## config.mk

```make
export PLATFORM = sky130hd
export DESIGN_NAME = dbs_seq
export DESIGN_NICKNAME = d
export VERILOG_FILES = /design/src/rtl/dbs_pkg.sv /design/src/rtl/dbs_ack_decode.sv /design/src/rtl/dbs_write_lanes.sv /design/src/rtl/dbs_read_steer.sv /design/src/rtl/dbs_seq.sv
export SDC_FILE = /design/constraint.sdc
export NUM_CORES = 1
export LEC_CHECK = 0
export BUFFER_PORTS_ARGS = -buffer_cell sky130_fd_sc_hd__buf_2
export CORE_MARGIN = 2
export CORE_UTILIZATION = 55
export CTS_CLUSTER_DIAMETER = 60
export DETAILED_ROUTE_END_ITERATION = 8
export GPL_TIMING_DRIVEN = 0
export PLACE_DENSITY = 0.8
export SLEW_MARGIN = 0
export SYNTH_ARGS = -nofsm -noshare
export SYNTH_HDL_FRONTEND = slang
export SYNTH_SLANG_ARGS = --single-unit
```

## constraint.sdc

```tcl
create_clock -name clk -period 6.7 [get_ports clk]
set_input_delay 0.67 -clock clk [delete_from_list [all_inputs] [get_ports clk]]
set_output_delay 0.67 -clock clk [all_outputs]
set_load 0.01 [all_outputs]
```

## src/rtl/dbs_pkg.sv

```systemverilog
package dbs_pkg;

  typedef enum logic [1:0] {
    PW_NONE = 2'd0,
    PW_8    = 2'd1,
    PW_16   = 2'd2,
    PW_32   = 2'd3
  } port_w_e;

  // Active-low acknowledge pair to reported port width
  function automatic port_w_e decode_ack(input logic [1:0] ack_n);
    case (ack_n)
      2'b00:   return PW_32;
      2'b01:   return PW_16;
      2'b10:   return PW_8;
      default: return PW_NONE;
    endcase
  endfunction

  function automatic logic [2:0] port_bytes(input port_w_e pw);
    case (pw)
      PW_32:   return 3'd4;
      PW_16:   return 3'd2;
      PW_8:    return 3'd1;
      default: return 3'd0;
    endcase
  endfunction

  // Size code to byte count: 00 stands for four
  function automatic logic [2:0] size_bytes(input logic [1:0] code);
    return (code == 2'b00) ? 3'd4 : {1'b0, code};
  endfunction

  // Bytes moved in one cycle: limited by what remains and by the port boundary
  function automatic logic [2:0] take_bytes(input logic [2:0] rem,
                                            input logic [1:0] off,
                                            input port_w_e    pw);
    logic [2:0] w;
    logic [1:0] mask;
    logic [2:0] room;
    w    = port_bytes(pw);
    mask = 2'(w - 3'd1);
    room = w - {1'b0, off & mask};
    return (rem < room) ? rem : room;
  endfunction

endpackage

```

## src/rtl/dbs_ack_decode.sv

```systemverilog
module dbs_ack_decode
  import dbs_pkg::*;
(
  input  logic       clk,
  input  logic       rst_n,
  input  logic       strobe,
  input  logic [1:0] ack_n,
  input  logic [1:0] off,
  input  logic [2:0] rem,
  output logic       acked,
  output port_w_e    pw,
  output logic [2:0] take,
  output logic       last
);

  always_comb begin
    pw    = decode_ack(ack_n);
    acked = strobe && (pw != PW_NONE);
    take  = acked ? take_bytes(rem, off, pw) : 3'd0;
    last  = acked && (take == rem);
  end

  AST_TAKE_RANGE: assert property (@(posedge clk) disable iff (!rst_n)
    acked |-> (take >= 3'd1) && (take <= rem));

  AST_WAIT_NO_TAKE: assert property (@(posedge clk) disable iff (!rst_n)
    (strobe && ack_n == 2'b11) |-> !acked && !last);

endmodule

```

## src/rtl/dbs_write_lanes.sv

```systemverilog
module dbs_write_lanes (
  input  logic [31:0] wsh,
  input  logic [1:0]  off,
  output logic [31:0] dout
);

  logic [7:0] b0, b1, b2, b3;
  logic [7:0] l2, l3;

  always_comb begin
    b0 = wsh[31:24];
    b1 = wsh[23:16];
    b2 = wsh[15:8];
    b3 = wsh[7:0];
    case (off)
      2'd0:    begin l2 = b2;    l3 = b3; end
      2'd1:    begin l2 = b1;    l3 = b2; end
      2'd2:    begin l2 = b0;    l3 = b1; end
      default: begin l2 = 8'h00; l3 = b0; end
    endcase
    // lane 0 serves every port's first byte; lane 1 follows the 16-bit view
    dout = {b0, (off[0] ? b0 : b1), l2, l3};
  end

endmodule

```

## src/rtl/dbs_read_steer.sv

```systemverilog
module dbs_read_steer
  import dbs_pkg::*;
(
  input  logic [31:0] din,
  input  port_w_e     pw,
  input  logic [1:0]  off,
  input  logic [2:0]  take,
  input  logic [31:0] acc_in,
  output logic [31:0] acc_out
);

  localparam int LANES = 4;

  logic [1:0] base;

  always_comb begin
    case (pw)
      PW_32:   base = off;
      PW_16:   base = {1'b0, off[0]};
      default: base = 2'd0;
    endcase
    acc_out = acc_in;
    for (int j = 0; j < LANES; j++) begin
      if (3'(j) < take) begin
        logic [1:0] k;
        k       = base + 2'(j);
        acc_out = {acc_out[23:0], din[(31 - 8 * k) -: 8]};
      end
    end
  end

endmodule

```

## src/rtl/dbs_seq.sv

```systemverilog
module dbs_seq
  import dbs_pkg::*;
#(
  parameter int ADDR_W = 32
) (
  input  logic              clk,
  input  logic              rst_n,
  input  logic              req_valid,
  output logic              req_ready,
  input  logic              req_write,
  input  logic [1:0]        req_size,
  input  logic [ADDR_W-1:0] req_addr,
  input  logic [31:0]       req_wdata,
  output logic              bus_strobe,
  output logic              bus_rw,
  output logic [ADDR_W-1:0] bus_addr,
  output logic [1:0]        bus_siz,
  output logic [31:0]       bus_dout,
  input  logic [31:0]       bus_din,
  input  logic [1:0]        ack_n,
  output logic              done,
  output logic [31:0]       rdata
);

  logic              busy;
  logic [ADDR_W-1:0] addr_q;
  logic [2:0]        rem_q;
  logic              wr_q;
  logic [31:0]       wsh_q;
  logic [31:0]       rsh_q;

  // named events shared with the assertions
  logic       acked;
  port_w_e    pw;
  logic [2:0] take;
  logic       last;
  logic [31:0] rsh_next;
  logic       accept;

  assign accept     = req_valid && !busy;
  assign req_ready  = !busy;
  assign bus_strobe = busy;
  assign bus_rw     = !wr_q;
  assign bus_addr   = addr_q;
  assign bus_siz    = rem_q[1:0];

  dbs_ack_decode u_ack (
    .clk    (clk),
    .rst_n  (rst_n),
    .strobe (busy),
    .ack_n  (ack_n),
    .off    (addr_q[1:0]),
    .rem    (rem_q),
    .acked  (acked),
    .pw     (pw),
    .take   (take),
    .last   (last)
  );

  dbs_write_lanes u_wl (
    .wsh  (wsh_q),
    .off  (addr_q[1:0]),
    .dout (bus_dout)
  );

  dbs_read_steer u_rd (
    .din     (bus_din),
    .pw      (pw),
    .off     (addr_q[1:0]),
    .take    (take),
    .acc_in  (rsh_q),
    .acc_out (rsh_next)
  );

  logic [2:0] req_n;
  assign req_n = size_bytes(req_size);

  always_ff @(posedge clk or negedge rst_n) begin
    if (!rst_n) begin
      busy   <= 1'b0;
      addr_q <= '0;
      rem_q  <= 3'd0;
      wr_q   <= 1'b0;
      wsh_q  <= '0;
      rsh_q  <= '0;
      done   <= 1'b0;
      rdata  <= '0;
    end else begin
      done <= 1'b0;
      if (accept) begin
        busy   <= 1'b1;
        addr_q <= req_addr;
        rem_q  <= req_n;
        wr_q   <= req_write;
        wsh_q  <= req_wdata << {3'(3'd4 - req_n), 3'b000};
        rsh_q  <= '0;
      end else if (acked) begin
        addr_q <= addr_q + ADDR_W'(take);
        rem_q  <= rem_q - take;
        wsh_q  <= wsh_q << {take, 3'b000};
        rsh_q  <= rsh_next;
        if (last) begin
          busy <= 1'b0;
          done <= 1'b1;
          if (!wr_q) rdata <= rsh_next;
        end
      end
    end
  end

  AST_WAIT_HOLDS: assert property (@(posedge clk) disable iff (!rst_n)
    (busy && !acked) |=> busy && $stable(bus_addr) && $stable(bus_siz));

  AST_ADDR_STEP: assert property (@(posedge clk) disable iff (!rst_n)
    (acked && !last) |=> bus_addr == $past(bus_addr) + ADDR_W'($past(take)));

  AST_ONE_LEFT_ENDS: assert property (@(posedge clk) disable iff (!rst_n)
    (acked && bus_siz == 2'b01) |-> last);

  AST_DONE_AFTER_LAST: assert property (@(posedge clk) disable iff (!rst_n)
    (acked && last) |=> done && !bus_strobe);

  AST_DONE_PULSE: assert property (@(posedge clk) disable iff (!rst_n)
    done |=> !done);

endmodule

```

==> results list <==
- For this run, the register share of the synthesized area comes to 31.8%.
- Routed WL: 39700 um
- The worst setup path is launched from a flip-flop.
- Placeable Area: 0.0188 mm^2
- Worst-Skew Late Latency: 0.44 ns
* Final count of negative-setup-slack endpoints: 0
- Setup Buffers After CTS: 0
- Detailed-routing iteration count for the pre-antenna-repair pass: 6
- Static timing analysis puts the maximum clock frequency at 0.158 GHz.
- Warnings, synthesis: 0
* Iteration-0 DRC count of the detailed router: 1637
* Worst clock skew: 0.0113 ns
* Std-Cell Rows: 50
- Critical path data required time: 7.06 ns
* Number of endpoints with negative hold slack in the final report: 0
* Area after detailed placement: 0.0119 mm^2
* R2R setup slack: 0.39 ns
- The number of antenna violations at the first check in global routing is 0.
- Post-synth cell types: 81
- Antenna Cells: 0
* Cell area after technology mapping: 0.0105 mm^2
* Pins Over Slew Limit: 0
- Setup repair after global routing left no endpoint under its margin.
- The worst hold path belongs to the class in2async.
* Number of nets in the final layout: 1526
- H-tree lvl count: 4
- Syn_nets: 1305
- Ordered list of cells on the worst path: buf_6 > buf_2 > buf_2 > buf_2 > nand2_1 > ha_1 > a211oi_2 > nor2_1 > ha_1 > a21oi_4 > a211oi_4 > nor2_4 > inv_4 > buf_2 > ha_1 > fa_1 > a21o_1 > nand2_1 > nor4_1 > nand4_1 > o31a_1 > o21ai_0
- Mean number of vias per cell: 7.00
- Summing all non-filler instances in the final layout gives an area of 0.0125 mm^2.
- The largest individual stage delay along the critical path comes from the cell nor4_1.
* GRT Util Overall: 38.8%
- Congestion Overflow GR: 0
* Leading cell types in the layout, fill and taps excluded: 238 x buf_2, 134 x dfrtp_1, 107 x nand2_1
- Final non-filler cell total: 1653
- Area of the die: 0.0203 mm^2
* Worst IR drop on VDD: 0.286 mV
- Path depth of the worst reg2reg path: 22
- The critical path starts at bus_addr[0]$_DFFE_PN0P_.
* Cell leakage power: 5.46 nW
- Share of layout cells above drive strength 1: 25.7%
* Root buf cell: clkbuf_16
- The count of buffers added on input and output ports is 205.
* Dominant delay contributor by cell family on the critical path: buffers and inverters
- For this run, asynchronously set or reset flops after synthesis account for 100%.
- The most used flip-flop cell after synthesis is dfrtp_1.
* FF-to-FF Start: bus_addr[0]$_DFFE_PN0P_
- In this design, the stage delay of the slowest critical-path cell is 0.58 ns.
- The number of clock buffers added by TritonCTS is 17.
- Buffers and inverters on the worst path: 6
* Worst Setup Slack post-DPL: -0.250 ns
- A synthesized cell averages 8.89 um^2.
- After detailed routing, the average wire length per cell comes to 24.0 um.
- Once routing completed, OpenROAD measured the worst setup slack at 0.388 ns.
- In this run the deepest clock path goes through 2 buffers.
- Commonest non-fill, non-tap cell in the layout: buf_2
- Of all nets on the critical path, the largest fanout is 19.
- Power density of the placed cells: 624 mW/mm^2
- Floorplan die width: 142 um
- TritonCTS built the clock tree.
* Number of hold-repair buffers added at the cts stage: 0
* Instance count after placement with tap cells included: 1625
- After detailed routing, the number of remaining DRC violations is 0.
- Actual slew at the worst max-slew pin: 1.04 ns
- The cell count after synthesis came out at 1185.
- Summed over all nets, the half-perimeter wirelength after detailed placement is 29800 um.
- EDFF count, synth: 0
- Clk slew on worst S/H paths: 0.06 ns
* Final period util: 94.2%
* Clock sink count: 134
- The first global-routing pass estimated 60600 um of wire.
* Maximum number of pins on one net before global-route repair: 93
- Data on the critical path arrives at its endpoint at 6.67 ns.
- The routed design could run at a clock period as short as 6.31 ns.
- The flow ran to the end, and the final reports show no timing, DRC or antenna violations.
- Register bit count reported by yosys: 134
- Most used cell along the critical path: buf_2
- Number of violations of the max-capacitance limit: 0
- The congestion estimate from routability-driven global placement came to 1.02.
* Starting density of the core: 56.1%
- DRT antenna net count: 0
- Number of cells on the critical path: 22
* Via count of the first global-routing pass: 10536
* Kind of end point of the critical path: flip-flop
* Top-Level Pins: 206
* Total Power Consumption: 0.00780 W
- Worst setup path category: reg2reg
- From synthesis to final layout, the design area changed by 18.6%.
* Routed via count: 11575
* Die Y: 142 um
- Max_slew headroom: 30.3%
final timing paths:
kind | endpoint
min in group clk | bus_addr[28]$_DFFE_PN0P_
hold reg to reg | rdata[30]$_DFFE_PN0P_
setup reg to reg | bus_addr[24]$_DFFE_PN0P_
hold / removal | rdata[2]$_DFFE_PN0P_
setup / recovery | bus_addr[24]$_DFFE_PN0P_
max in group asynchronous | wsh_q[17]$_DFFE_PN0P_
cells in the mapped netlist, types with 5 or more instances:
library cell / n / area [um^2]
o22ai_1: 46 / 288
a31oi_1: 26 / 163
clkbuf_1: 51 / 191
nand3_1: 40 / 200
nand2b_1: 16 / 100
o31ai_1: 18 / 135
dfrtp_1: 134 / 3350
a211oi_1: 50 / 375
mux2_2: 13 / 146
o21ai_0: 57 / 285
buf_2: 33 / 165
o21ai_1: 12 / 60.1
a32o_1: 8 / 80.1
nor3_1: 13 / 65.1
a211oi_2: 9 / 113
a21o_1: 17 / 128
a221o_1: 29 / 290
ha_1: 14 / 175
o32a_1: 5 / 50.1
nor4_1: 6 / 37.5
xor2_1: 7 / 61.3
xnor2_1: 6 / 52.6
mux4_2: 16 / 360
inv_1: 13 / 48.8
o221ai_1: 7 / 61.3
nor2b_1: 22 / 138
a22o_1: 13 / 114
o211ai_1: 16 / 120
mux2i_1: 51 / 510
a211o_1: 13 / 114
nand2_1: 107 / 402
a22oi_1: 24 / 180
or3_1: 7 / 43.8
nor2_1: 56 / 210
and3_1: 19 / 119
o21a_1: 5 / 37.5
a31o_2: 6 / 52.6
nand4_1: 14 / 87.6
buf_1: 10 / 37.5
buf_4: 16 / 120
a21oi_1: 74 / 370
o32ai_1: 24 / 210
layout make-up:
cell class / instances / area [um^2]
Tap cell: 234 / 293
Multi-Input combinational cell: 921 / 6560
Buffer: 110 / 547
Sequential cell: 134 / 3350
Fill cell: 1591 / 6270
Timing Repair Buffer: 206 / 1060
Clock buffer: 18 / 439
Inverter: 16 / 62.6
Clock inverter: 14 / 184
per-stage QoR:
step / hold slack, ns / setup TNS (ns) / utilization [%]
3_3_place_gp: 0.462 / -1.10 / 63.1
4_1_cts: 0.163 / 0 / 66.6
5_1_grt: 0.182 / 0 / 66.6
2_1_floorplan: 0.374 / 0 / -
6_report: 0.145 / 0 / 66.6
3_5_place_dp: 0.463 / -3.03 / 63.3
power breakdown:
group          internal [W]  leakage, nW  switching, W
registers           0.00120         1.68      0.000460
logic               0.00192         3.47       0.00321
clock network      0.000607        0.305      0.000416
flip-flops by register name (all words and copies together) (netlist names):
register	cells
bus_addr	32
bus_strobe	1
done	1
rdata	32
rem_q	3
rsh_q	32
wr_q	1
wsh_q	32
worst reg2reg max path, cell delays in order (launching register included):
cell and delay [ns]:
dfrtp_1 0.39, buf_6 0.16, buf_2 0.29, buf_2 0.51, buf_2 0.40, nand2_1 0.10
ha_1 0.26, a211oi_2 0.36, nor2_1 0.08, ha_1 0.46, a21oi_4 0.17, a211oi_4 0.38
nor2_4 0.15, inv_4 0.16, buf_2 0.36, ha_1 0.26, fa_1 0.21, a21o_1 0.19
nand2_1 0.23, nor4_1 0.58, nand4_1 0.20, o31a_1 0.26, o21ai_0 0.06
routing by layer:
metal,global-route usage [%],share of wire (%)
met1,55.9,41
met2,58.3,45
met3,8.68,12
met4,11.8,2.5
met5,0,0
cells by family after synthesis:
family,count (synthesis),synth area share [%]
AOI/OAI and AO/OA,482,33.4
xor gates and xnor gates,14,1.29
adders and majority gates,16,2.04
buffers and inverters,130,5.90
DFF,134,31.8
muxes,80,9.66
and+or+nand+nor,329,15.9
timing repair:
item                                    in CTS  in global routing
resized for setup                            1                  2
hold endpoints to repair                     0                  0
endpoints found under the setup margin      36                 48
Note: power is estimated with default switching activity, not from simulation.
